File: src/rtl/wdog_pkg.sv
package wdog_pkg;

    localparam int LONGEST_UNITS = 60;

    typedef enum logic [2:0] {
        ST_OFF,
        ST_DELAY,
        ST_ARMED,
        ST_RUN,
        ST_FIRE
    } wd_state_e;

    typedef struct packed {
        logic       enabled;
        logic [5:0] grace_s;
        logic [5:0] limit_s;
    } wd_setting_t;

    // Setting code to (grace, timeout) in seconds; undefined codes are off.
    function automatic wd_setting_t decode_setting(input logic [2:0] code);
        wd_setting_t s;
        s = '0;
        case (code)
            3'd1: s = '{enabled: 1'b1, grace_s: 6'd3,  limit_s: 6'd3};
            3'd2: s = '{enabled: 1'b1, grace_s: 6'd60, limit_s: 6'd1};
            3'd5: s = '{enabled: 1'b1, grace_s: 6'd0,  limit_s: 6'd1};
            3'd6: s = '{enabled: 1'b1, grace_s: 6'd0,  limit_s: 6'd10};
            3'd7: s = '{enabled: 1'b1, grace_s: 6'd60, limit_s: 6'd10};
            default: s = '0;
        endcase
        return s;
    endfunction

endpackage

File: src/rtl/wdog_regif.sv
module wdog_regif (
    input  logic       clk,
    input  logic       rst_n,
    input  logic       wr_en,
    input  logic [7:0] wr_data,
    output logic [7:0] ctrl,
    output logic       kick,
    output logic       restart
);
    typedef struct packed {
        logic [7:0] ctrl;
    } reg_t;

    reg_t r_d, r_q;

    always_comb begin
        r_d = r_q;
        if (wr_en) begin
            r_d.ctrl = wr_data;
        end
    end

    always_ff @(posedge clk) begin
        if (!rst_n) begin
            r_q.ctrl <= 8'h03;
        end else begin
            r_q <= r_d;
        end
    end

    assign ctrl    = r_q.ctrl;
    assign kick    = wr_en && wr_data[3] && !r_q.ctrl[3];
    assign restart = wr_en && (wr_data[2:0] != r_q.ctrl[2:0]);

endmodule

File: src/rtl/wdog_seq.sv
module wdog_seq #(
    parameter int TICKS_PER_SEC = 1,
    parameter int PULSE_TICKS   = 4
) (
    input  logic       clk,
    input  logic       rst_n,
    input  logic       tick,
    input  logic       kick,
    input  logic       restart,
    input  logic [2:0] code_new,
    input  logic [2:0] code_cur,
    output logic       fire
);
    import wdog_pkg::*;

    localparam int LONGEST = LONGEST_UNITS * TICKS_PER_SEC;
    localparam int CNT_MAX = (LONGEST > PULSE_TICKS) ? LONGEST : PULSE_TICKS;
    localparam int CNT_W   = $clog2(CNT_MAX + 1);

    typedef struct packed {
        wd_state_e        st;
        logic [CNT_W-1:0] cnt;
    } seq_t;

    seq_t s_d, s_q;

    function automatic logic [CNT_W-1:0] scale(input logic [5:0] units);
        return CNT_W'(int'(units) * TICKS_PER_SEC);
    endfunction

    function automatic seq_t launch(input logic [2:0] code);
        wd_setting_t cfg;
        seq_t        s;
        cfg = decode_setting(code);
        s.st  = ST_OFF;
        s.cnt = '0;
        if (cfg.enabled) begin
            if (cfg.grace_s != 6'd0) begin
                s.st  = ST_DELAY;
                s.cnt = scale(cfg.grace_s);
            end else begin
                s.st  = ST_ARMED;
            end
        end
        return s;
    endfunction

    wd_setting_t cur_cfg;
    assign cur_cfg = decode_setting(code_cur);

    always_comb begin
        s_d = s_q;
        if (restart) begin
            s_d = launch(code_new);
        end else begin
            case (s_q.st)
                ST_DELAY: if (tick) begin
                    if (s_q.cnt == CNT_W'(1)) begin
                        s_d.st  = ST_RUN;
                        s_d.cnt = scale(cur_cfg.limit_s);
                    end else begin
                        s_d.cnt = s_q.cnt - CNT_W'(1);
                    end
                end
                ST_ARMED: if (kick) begin
                    s_d.st  = ST_RUN;
                    s_d.cnt = scale(cur_cfg.limit_s);
                end
                ST_RUN: begin
                    if (kick) begin
                        s_d.cnt = scale(cur_cfg.limit_s);
                    end else if (tick) begin
                        if (s_q.cnt == CNT_W'(1)) begin
                            s_d.st  = ST_FIRE;
                            s_d.cnt = CNT_W'(PULSE_TICKS);
                        end else begin
                            s_d.cnt = s_q.cnt - CNT_W'(1);
                        end
                    end
                end
                ST_FIRE: if (tick) begin
                    if (s_q.cnt == CNT_W'(1)) begin
                        s_d = launch(code_cur);
                    end else begin
                        s_d.cnt = s_q.cnt - CNT_W'(1);
                    end
                end
                default: s_d = s_q;
            endcase
        end
    end

    always_ff @(posedge clk) begin
        if (!rst_n) begin
            s_q.st  <= ST_OFF;
            s_q.cnt <= '0;
        end else begin
            s_q <= s_d;
        end
    end

    assign fire = (s_q.st == ST_FIRE);

endmodule

File: src/rtl/wdog_supervisor.sv
module wdog_supervisor #(
    parameter int TICKS_PER_SEC = 1,
    parameter int PULSE_TICKS   = 4
) (
    input  logic       clk,
    input  logic       rst_n,
    input  logic       wr_en,
    input  logic [7:0] wr_data,
    input  logic       tick,
    output logic [7:0] rd_data,
    output logic       rst_out
);
    logic [7:0] ctrl;
    logic       kick;
    logic       restart;

    wdog_regif u_regif (
        .clk     (clk),
        .rst_n   (rst_n),
        .wr_en   (wr_en),
        .wr_data (wr_data),
        .ctrl    (ctrl),
        .kick    (kick),
        .restart (restart)
    );

    wdog_seq #(
        .TICKS_PER_SEC (TICKS_PER_SEC),
        .PULSE_TICKS   (PULSE_TICKS)
    ) u_seq (
        .clk      (clk),
        .rst_n    (rst_n),
        .tick     (tick),
        .kick     (kick),
        .restart  (restart),
        .code_new (wr_data[2:0]),
        .code_cur (ctrl[2:0]),
        .fire     (rst_out)
    );

    assign rd_data = ctrl;

endmodule

File: config.mk
export PLATFORM = sky130hd
export DESIGN_NAME = wdog_supervisor
export DESIGN_NICKNAME = d
export VERILOG_FILES = /design/src/rtl/wdog_pkg.sv /design/src/rtl/wdog_regif.sv /design/src/rtl/wdog_seq.sv /design/src/rtl/wdog_supervisor.sv
export SDC_FILE = /design/constraint.sdc
export NUM_CORES = 1
export LEC_CHECK = 0
export CAP_MARGIN = 20
export CORE_MARGIN = 2
export CORE_UTILIZATION = 47
export DETAILED_ROUTE_END_ITERATION = 10
export GPL_ROUTABILITY_DRIVEN = 0
export MAX_ROUTING_LAYER = met4
export PLACE_DENSITY_LB_ADDON = 0.25
export SLEW_MARGIN = 15
export SYNTH_ARGS = -nofsm -noshare
export SYNTH_HDL_FRONTEND = slang
export SYNTH_HIERARCHICAL = 1
export SYNTH_SLANG_ARGS = --single-unit
export TNS_END_PERCENT = 10
File: constraint.sdc
create_clock -name clk -period 1.8 [get_ports clk]
set_input_delay 0.18 -clock clk [delete_from_list [all_inputs] [get_ports clk]]
set_output_delay 0.18 -clock clk [all_outputs]
set_load 0.05 [all_outputs]
# Word-level counts from Yosys, hierarchy flattened
# Index checks and enable logic that the tools add are counted.
# classes
addsub,1
eq_ne,25
muxes,27
n_reduce_logical,9
# op_table
operator,count
$pmux W13 S5,2
$mux W13,5
$mux W9,7
$mux W6,6
$pmux W9 S4,1
$eq A3 B3 Y1 const B,7
$eq A3 B2 Y1 const B,4
$mux W3,4
$ne A3 B3 Y1 const B,4
$reduce_bool A6 Y1,2
$eq A3 B1 Y1 const B,3
$ne A3 B2 Y1 const B,3
$reduce_and A9 Y1,1
$eq A6 B1 Y1 const B,1
$sub A6 B1 Y6 const B,1
$reduce_and A5 Y1,1
$reduce_bool A5 Y1,1
$mux W2,2
$ne A4 B4 Y1 const B,1
$logic_and A1 B1 Y1,3
$ne A3 B1 Y1 const B,1
$ne A3 B3 Y1,1
$logic_not A1 Y1,1
# word_totals
ff_bits,17
input_bits,12
output_inout_bits,9
word_cells,65

# Longest topological paths before layout
# Gate-level depths: netlist of run 1.
# logic_depth
word_depth,13
mapped_depth,7
mapped_depth_nobuf,7

# Modules after synthesis
# The synthesis of run 1 kept the hierarchy.
# modules_own_cells
mod,n_inst,cells_per_inst,area_each_um2
wdog_seq,1,110,863.3
wdog_regif,1,30,340.3

# Worst setup path before layout of run 1
# No wires, ideal clock.
# synth_timing
path_kind,register to register
from,register u_regif/ctrl[0] (netlist name)
to,register u_seq/s_q[0] (netlist name)
setup_ns,0.117
t_arrival_ns,1.907
setup_slack_ns,-0.224
path_stages_with_launch,6
period_less_slack_ns,2.024
cell_sequence,dfxtp_1 xor2_1 o31a_1 clkbuf_1 a2111o_1 a32o_1
# synth_via
elab_cells_between_ends,29
cone_classes,10 x eq/ne; 15 x mux; 4 x reduce/logical
# synth_rtl
element,line_no,source
$ne A3 B3 Y1 (*),wdog_regif.sv:33,assign restart = wr_en && (wr_data[2:0] != r_q.ctrl[2:0]);
$logic_and A1 B1 Y1 (*),wdog_regif.sv:33,
named net restart,wdog_supervisor.sv:15,logic restart;
"$ne A4 B4 Y1 (no source line), or another cell as far along",n/a,
$reduce_and A5 Y1 (no source line),n/a,
"end, declared",wdog_seq.sv:25,"seq_t s_d, s_q;"
# Mark *: on every way through the listed nets, which the timed path passes. The rest lies on a longest branch. The select of a mux whose other input is x is not followed.
# A chain may end at the register's enable or synchronous reset.

# Worst setup path after layout of run 1
# layout_timing
from,register u_regif/ctrl[0] (netlist name)
to,register u_seq/s_q[1] (netlist name)
# layout_via
elab_cells_between_ends,29
cone_classes,10 x eq/ne; 15 x mux; 4 x reduce/logical
# layout_rtl
element,line_no
$ne A3 B3 Y1 (*),wdog_regif.sv:33
$logic_and A1 B1 Y1 (*),wdog_regif.sv:33
named net restart,wdog_supervisor.sv:15
"$ne A4 B4 Y1 (no source line), or another cell as far along",n/a
$reduce_and A5 Y1 (no source line),n/a
# Marks and branches as above.

==> results.md, run 1 <==
* Outcome: completed
* Initial Util at 49.0%
* Global-route wire length before repair at around 5 mm
* Syn_nets at 154
* Final worst path period need at 1.78 ns
* Crit path capture type: register
* # hold bufs at CTS at 0
* Clock Latency Late Sink at 0.29 ns
* Synth Area in Adders at 2.08%
* 1st-iter DRT viols at 38
* Post-Synth Simple-Gate Area at a little under a fifth
* Yosys warnings at 6
* Highest Clock Rate at 0.563 GHz
* Final Slew Violations at 0
* Compound-gate portion of the synthesized area at 29.3%
* Post-Route WL at about 3.2 mm
* Final core utilization at around 67%
* Avg Cell Area, Syn at roughly 8.6 sq um
* EDFF count, synth at 0
* Largest family of logic cells by synthesized area: compound AO/OA/AOI/OAI gates
* Flops & latches, synth at 17
* Worst Tran Pin Value at 0.505 ns
* Post-Synthesis Cells at 140
* Core area at ~2500 sq um
* CTS tree: yes
* Post-synth top area share at 28.3%
* Multiplexer share of the synthesized area at 6.65%
* Crit path required time at about 2.0 ns
* Max Cap Violations at 0
* Yosys cell types at 45
* Wirelength per Cell at around 15 um
* Final hold violations at 0
* Antenna Nets Post-Route at 0
* TritonRoute pass-1 iters at 4
* Area leader, netlist: dfxtp_1
* Final Skew at approximately 0.00063 ns
* TritonCTS Buffers at 3
* Diode count at 0
* FP Rows at 18
* Startpoint Class: register
* Sequential area share after synthesis at between 20 and 30%
* CP Class: reg -> reg
* CTS Buffer Depth at 2
* Synth Area in XOR/XNOR at under 10%
* Setup-failing EPs final at 0
* Vias in the first global route at roughly 1100
* Area contributors post-synth: dfxtp_1 (28%), mux2i_1 (6.7%), o21ai_0 (4.6%), xor2_1 (4.4%), a21oi_1 (3.7%)
* # clock sinks at 17
* DIE HEIGHT at ~55 um
* Power Density at 704 nW/um^2
* Area of the mapped netlist at 1200 sq um
* Ys flop type: dfxtp_1
* GRT Total Usage at 24.3%
* Initial antenna violation count at 0
* Crit path max fanout at 8
* Total power at 1.16 mW
* VDD IR-drop max at 0.724 mV
* Via count at 1223
* Via density at between 5 and 6
* Post-CTS setup buffers at 0
* RSZ-0062 raised after global routing: yes
* H-tree Lvls at 1
* Congestion Overflow GR at 0
* P&R area growth vs syn at 37.5%
* Clock root cell: clkbuf_4
* Ports at 21
* Tcrit/Tclk final at 98.6%
* Die area at around 3000 sq um
* Arr. time, crit path at 1.96 ns
* Leak at 0.683 nW
* Setup TNS at 0 ns
* Post-route DRC at 0
* Largest net degree at the start of global routing at 13
* Hold Crit Class: in -> reg
* Reg clk slew, reported paths at 0.10 ns
* Placed wire-length estimate at 2.57 mm
* Buffers added on ports at 20
* Die X at 54.6 um
* Async SR Flop Fraction at 0%
* Max-slew headroom at 66.2%
* Layout cells sized above 1 at 28.4%
* Final #Nets at 198
power breakdown:
part	leakage [nW]	switching [mW]	internal [mW]
registers	0.141	0.0338	0.415
clock network	0.0177	0.122	0.0827
logic	0.525	0.265	0.247
total	0.683	0.420	0.745
cells in the final DEF, fill, tap and decap left out, types with 2 or more instances in the layout:
master / netlist / layout
nand2b_1: 4 / 4
nor2b_1: 7 / 6
a21oi_1: 9 / 8
o21bai_1: 2 / 2
nor3b_1: 2 / 2
a32o_1: 2 / 2
and3b_1: 2 / 2
nand3_1: 5 / 4
clkdlybuf4s50_1: 0 / 16
clkbuf_4: 0 / 3
o21ai_0: 11 / 11
ha_1: 2 / 2
nor3_1: 4 / 4
mux2i_1: 8 / 8
and3_1: 2 / 2
dfxtp_1: 17 / 12
a22o_2: 2 / 2
inv_1: 5 / 5
xor2_1: 6 / 6
nand2_1: 11 / 11
xnor2_1: 5 / 5
dfxtp_2: 0 / 4
a21o_1: 2 / 2
buf_4: 0 / 28
nor2_1: 2 / 2
registers in the layout, summed over array words and instances, names as in the netlist:
register and flops:
u_regif/ctrl 8, u_seq/s_q 9
critical path, cell delays in order, from the launching register on:
cell	delay [ns]
dfxtp_2	0.34
xor2_1	0.15
o31a_1	0.41
a221o_2	0.38
and3_1	0.19
a32o_1	0.20
final timing paths:
check / startpoint / end / slack (ns) / cells past startpoint
max: u_regif/ctrl[0] / u_seq/s_q[1] / 0.02 / 5
min: wr_data[5] / u_regif/ctrl[5] / 0.51 / 3
max reg2reg: u_regif/ctrl[0] / u_seq/s_q[1] / 0.02 / 5
min reg2reg: u_regif/ctrl[4] / u_regif/ctrl[4] / 0.54 / 2
routing by layer:
metal,track usage (%),up-vias,wire length [um]
li1,-,606,-
met1,29.5,572,1360
met2,40.3,39,1590
met3,3.28,6,153
met4,9.58,0,59
met5,-,-,0
what timing repair did:
| action | in CTS | in global routing |
|---|---|---|
| pin swaps | 0 | 2 |
| hold endpoints to repair | 0 | 0 |
| gates cloned | 0 | 0 |
| setup endpoints to repair | 2 | 9 |
| gates resized for setup | 1 | 6 |
cell families after synthesis:
| kind of cell | count (synthesis) |
|---|---|
| mux | 8 |
| buf+inv | 12 |
| flops | 17 |
| fa+ha+maj | 2 |
| xor+xnor | 11 |
| simple gates | 42 |
| compound gates | 48 |
synth_stat cells, drive strengths merged, types with 3 or more instances:
cell and n:
buf 3, dfxtp 17, clkbuf 3, o21ai 12, a21o 3, xor2 6
nand2 11, nand3 5, xnor2 5, inv 5, a21oi 9, nor2b 7
mux2i 8, nor3 4, nand2b 4
cell type report:
| type | instances | area [sq um] |
|---|---|---|
| Fill cell | 198 | 800 |
| Tap cell | 30 | 37.5 |
| Clock buffer | 3 | 22.5 |
| Multi-Input combinational cell | 111 | 816 |
| Inverter | 6 | 35.0 |
| Clock inverter | 1 | 5.00 |
| Sequential cell | 17 | 349 |
| Timing Repair Buffer | 45 | 390 |
per-stage QoR:
| step | instances | area, sq um | setup slack [ns] | hold WS (ns) |
|---|---|---|---|---|
| after floorplan | 140 | 1210 | -0.00881 | 0.242 |
| after global placement | 209 | 1600 | -0.195 | 0.501 |
| after detailed placement | 209 | 1600 | -0.245 | 0.515 |
| after CTS | 213 | 1630 | 0.0197 | 0.509 |
| after global routing | 213 | 1660 | -0.0217 | 0.528 |
| final | 213 | 1660 | 0.0245 | 0.511 |
(Power assumes the default switching activity.)
==> inputs of run 2 (changes only) <==
Settings changed: CTS_CLUSTER_DIAMETER set to 30, SLEW_MARGIN 15 to 10.
==> results of run 2 <==
The final DEF is identical to that of run 1; final timing and power are the same.
==> inputs of run 3 (changes only) <==
Settings changed: GPL_ROUTABILITY_DRIVEN 0 to not set, SYNTH_HIERARCHICAL 1 to not set.
==> run 3 against run 2 <==
Against the previous run:
- routed wire length decreased by 6.8%
- combinational power fell by 24%
- global-route usage shrank 3.9 points
- sequential power decreased by 4.5%
- cell area up 0.15%
- die area is 3.2% higher
- critical path type unchanged
- largest cell class unchanged
- largest power group is now sequential cells
==> results.md, run 3 <==
* Outcome: completed (unchanged)
* Filler Cells Inserted at 207 (was 198)
* Top sig layer: met4 (unchanged)
* Area contributors post-synth: dfxtp_1 (27%), mux2i_1 (8.8%), xor2_1 (4.9%), nand2_1 (4.8%), nor2_1 (4.2%) (was dfxtp_1 (28%), mux2i_1 (6.7%), o21ai_0 (4.6%), xor2_1 (4.4%), a21oi_1 (3.7%))
* WL met2 at 1.33 mm (was 1.59 mm)
* Syn_nets at 163 (was 154)
* Register Area at 344 sq um (was 349 sq um)
* Synth Area in XOR/XNOR at 8.44% (was 8.00%)
* Largest net degree at the start of global routing at 12 (was 13)
* Count leader, synth: dfxtp_1 (unchanged)
* Sequential area share after synthesis at 27.3% (was 28.3%)
* Final Slew Violations at 0 (unchanged)
* Worst Tran Pin Value at 0.497 ns (was 0.505 ns)
* Avg Cell Area, Syn at 8.36 sq um (was 8.60 sq um)
* Clock root cell: clkbuf_4 (unchanged)
* Crit Reg-Reg Endpoint: u_seq.s_q[0] (was u_seq/s_q[1])
* Total net switching power at 348 uW (was 420 uW)
* GRT Total Usage at 20.4% (was 24.3%)
* Setup-failing EPs final at 0 (unchanged)
* Diode count at 0 (unchanged)
* Highest Clock Rate at 0.582 GHz (was 0.563 GHz)
* Async SR Flop Fraction at 0% (unchanged)
* Min-Delay Path Depth at 2 (was 3)
* Wirelength per Cell at 13.6 um (was 14.8 um)
* Die area at 3080 sq um (was 2980 sq um)
* Tcrit/Tclk final at 95.5% (was 98.6%)
* Multiplexer share of the synthesized area at 8.84% (was 6.65%)
* Compound-gate portion of the synthesized area at 20.3% (was 29.3%)
* Multi-input gate area at 826 sq um (was 816 sq um)
* Top cells by count, synth: dfxtp_1 (17), nand2_1 (16), nor2_1 (14) (was dfxtp_1 (17), nand2_1 (11), o21ai_0 (11))
* Yosys cell types at 44 (was 45)
* # clock sinks at 17 (unchanged)
* 1st-iter DRT viols at 33 (was 38)
* Power Density at 617 nW/um^2 (was 704 nW/um^2)
* Post-Synth Simple-Gate Area at 26.1% (was 19.0%)
* Most frequent cells in the layout: buf_4 (26), nand2_1 (16), clkdlybuf4s50_1 (16) (was buf_4 (28), clkdlybuf4s50_1 (16), dfxtp_1 (12))
* Via count at 1209 (was 1223)
* WL met3 at 143 um (was 153 um)
* Post-Route WL at 2.95 mm (was 3.16 mm)
* Vias in the first global route at 1129 (was 1121)
* Setup WS pre-CTS at -0.0317 ns (was -0.245 ns)
* Worst r2r src: u_seq.s_q[1] (was u_regif/ctrl[0])
* DIE HEIGHT at 55.5 um (was 54.6 um)
* Post-synth top area share at 27.3% (was 28.3%)
* Most common cell after layout, fill and taps aside: buf_4 (unchanged)
* Area leader, netlist: dfxtp_1 (unchanged)
* Yosys warnings at 0 (was 6)
* Final #Nets at 202 (was 198)
* RePlAce Congestion at 0.859
* Flop pwr share at 41.9% (was 38.5%)
* Flops & latches, synth at 17 (unchanged)
* Ys flop type: dfxtp_1 (unchanged)
* Final core utilization at 66.3% (was 67.4%)
* H-tree Lvls at 1 (unchanged)
* Clock Latency Late Sink at 0.29 ns (about the same)
* CP Class: reg -> reg (unchanged)
* Internal Power at 675 uW (was 745 uW)
* Crit path required time at 1.98 ns (was 1.99 ns)
* Max FFs per register at 9 (unchanged)
* Crit path capture type: register (unchanged)
* HP Start: rst_n (was wr_data[5])
* Crit path max fanout at 4 (was 8)
* Initial antenna violation count at 0 (unchanged)
* CTS tree: yes (unchanged)
* # hold bufs at CTS at 0 (unchanged)
* Biggest register: u_seq.s_q (was u_seq/s_q)
* Max Cap Violations at 0 (unchanged)
* Cells after DPL at 213 (was 209)
* Hold Crit Class: in -> reg (unchanged)
* Congestion Overflow GR at 0 (unchanged)
* Largest regs: u_seq.s_q x9, u_regif.ctrl x8 (was u_seq/s_q x9, u_regif/ctrl x8)
* Final worst-path setup slack at 0.0818 ns (was 0.0245 ns)
* Final hold violations at 0 (unchanged)
* Reg clk slew, reported paths at 0.10 ns (about the same)
* Flop-to-flop setup slack at 0.08 ns (was 0.02 ns)
* Met1 Wirelength at 1.42 mm (was 1.36 mm)
* Clock Power Share at 19.9% (was 17.5%)
* Post-route DRC at 0 (unchanged)
* Placed standard-cell area at 1620 sq um (was 1600 sq um)
* Initial Util at 49.8% (was 49.0%)
* EDFF count, synth at 0 (unchanged)
* TritonCTS Buffers at 3 (unchanged)
* Layout cells sized above 1 at 21.9% (was 28.4%)
* Global-route wire length before repair at 4.95 mm (was 5.02 mm)
* Hold Path End: u_regif.ctrl[1] (was u_regif/ctrl[5])
* Startpoint Class: register (unchanged)
* VDD IR-drop max at 0.496 mV (was 0.724 mV)
* Placed wire-length estimate at 2.31 mm (was 2.57 mm)
* P&R area growth vs syn at 33.2% (was 37.5%)
* Synth Area in Adders at 2.01% (was 2.08%)
* Arr. time, crit path at 1.90 ns (was 1.96 ns)
* WHS at 0.488 ns (was 0.511 ns)
* Ports at 21 (unchanged)
* Final instance area at 1660 sq um (about the same)
* Area of the mapped netlist at 1240 sq um (was 1200 sq um)
* CTS Buffer Depth at 2 (unchanged)
* FP Rows at 18 (unchanged)
* Die X at 55.5 um (was 54.6 um)
* Largest family of logic cells by synthesized area: simple AND/OR/NAND/NOR gates (was compound AO/OA/AOI/OAI gates)
* Post-CTS setup buffers at 0 (unchanged)
* Max-slew headroom at 66.7% (was 66.2%)
* Buffers added on ports at 20 (unchanged)
* Antenna Nets Post-Route at 0 (unchanged)
* Sw frac at 34.0% (was 36.1%)
* Worst r2r path cells at 8 (was 5)
* Post-Synthesis Cells at 149 (was 140)
* Final worst path period need at 1.72 ns (was 1.78 ns)
* Leak at 0.690 nW (was 0.683 nW)
* Final Skew at 0.00162 ns (was 0.000628 ns)
* TritonRoute pass-1 iters at 4 (unchanged)
* Via density at 5.57 (was 5.74)
* Logic pwr share at 38.2% (was 43.9%)
* Core area at 2500 sq um (was 2450 sq um)
* Non-Filler Instances at 217 (was 213)
==> run 3: through the flow <==
stage / setup TNS [ns] / total power [mW]
2_1_floorplan: 0 / 0.684
3_3_place_gp: 0 / 0.814
3_5_place_dp: -0.0470 / 0.823
4_1_cts: 0 / 1.03
5_1_grt: -0.0827 / 1.09
6_report: 0 / 1.02
==> run 3: how the worst max path moves through the flow <==
| stage | from | to | slack (ns) | depth (start not counted) |
|---|---|---|---|---|
| finish | u_seq.s_q[1] | u_seq.s_q[0] | 0.08 | 8 |
| global route | u_seq.s_q[1] | u_seq.s_q[3] | -0.03 | 7 |
| CTS | u_regif.ctrl[2] | rd_data[2] | 0.02 | 1 |
| detailed placement | wr_en | u_seq.s_q[6] | -0.03 | 6 |
| global placement | wr_en | u_seq.s_q[7] | 0.02 | 6 |
| floorplan | u_regif.ctrl[3] | u_seq.s_q[1] | 0.002 | 5 |
==> run 3: worst max-delay path: stages, from the launching register on <==
cell and delay (ns):
dfxtp_2 0.34, inv_1 0.09, ha_1 0.21, nor2b_1 0.14, buf_4 0.14, and3_1 0.17
o22ai_1 0.11, a221oi_1 0.31, o21ai_1 0.10
==> run 3: metal layers <==
metal / track usage (%) / up-vias
met4: 8.71 / 0
met5: - / -
li1: - / 618
met2: 29.8 / 37
met1: 27.2 / 546
met3: 4.22 / 8
==> run 3: kinds of logic after synthesis <==
logic type               count (synthesis)
AND/OR/NAND/NOR                         56
adder cells (fa/ha/maj)                  2
buffers and inverters                   16
AO/OA/AOI/OAI                           35
multiplexers                            11
XOR/XNOR                                12
flip-flops                              17
==> run 3: layout make-up <==
class | instances | area share [%]
multi-input cells | 116 | 49.8
well taps | 30 | 2.26
clock buffers | 4 | 1.58
inverters | 5 | 1.43
flip-flops and latches | 17 | 20.8
repair buffers | 45 | 24.2
==> run 3: power by group through the flow <==
stage          Clock [mW]  Sequential, mW  Combinational, mW
2_1_floorplan           0           0.476              0.208
3_3_place_gp            0           0.436              0.379
3_5_place_dp            0           0.437              0.386
4_1_cts             0.212           0.428              0.387
5_1_grt             0.228           0.434              0.428
6_report            0.204           0.429              0.391
==> run 3: timing repair <==
item / CTS / global route
gates resized for setup: 0 / 5
endpoints found under the setup margin: 0 / 6
endpoints found under the hold margin: 0 / 0
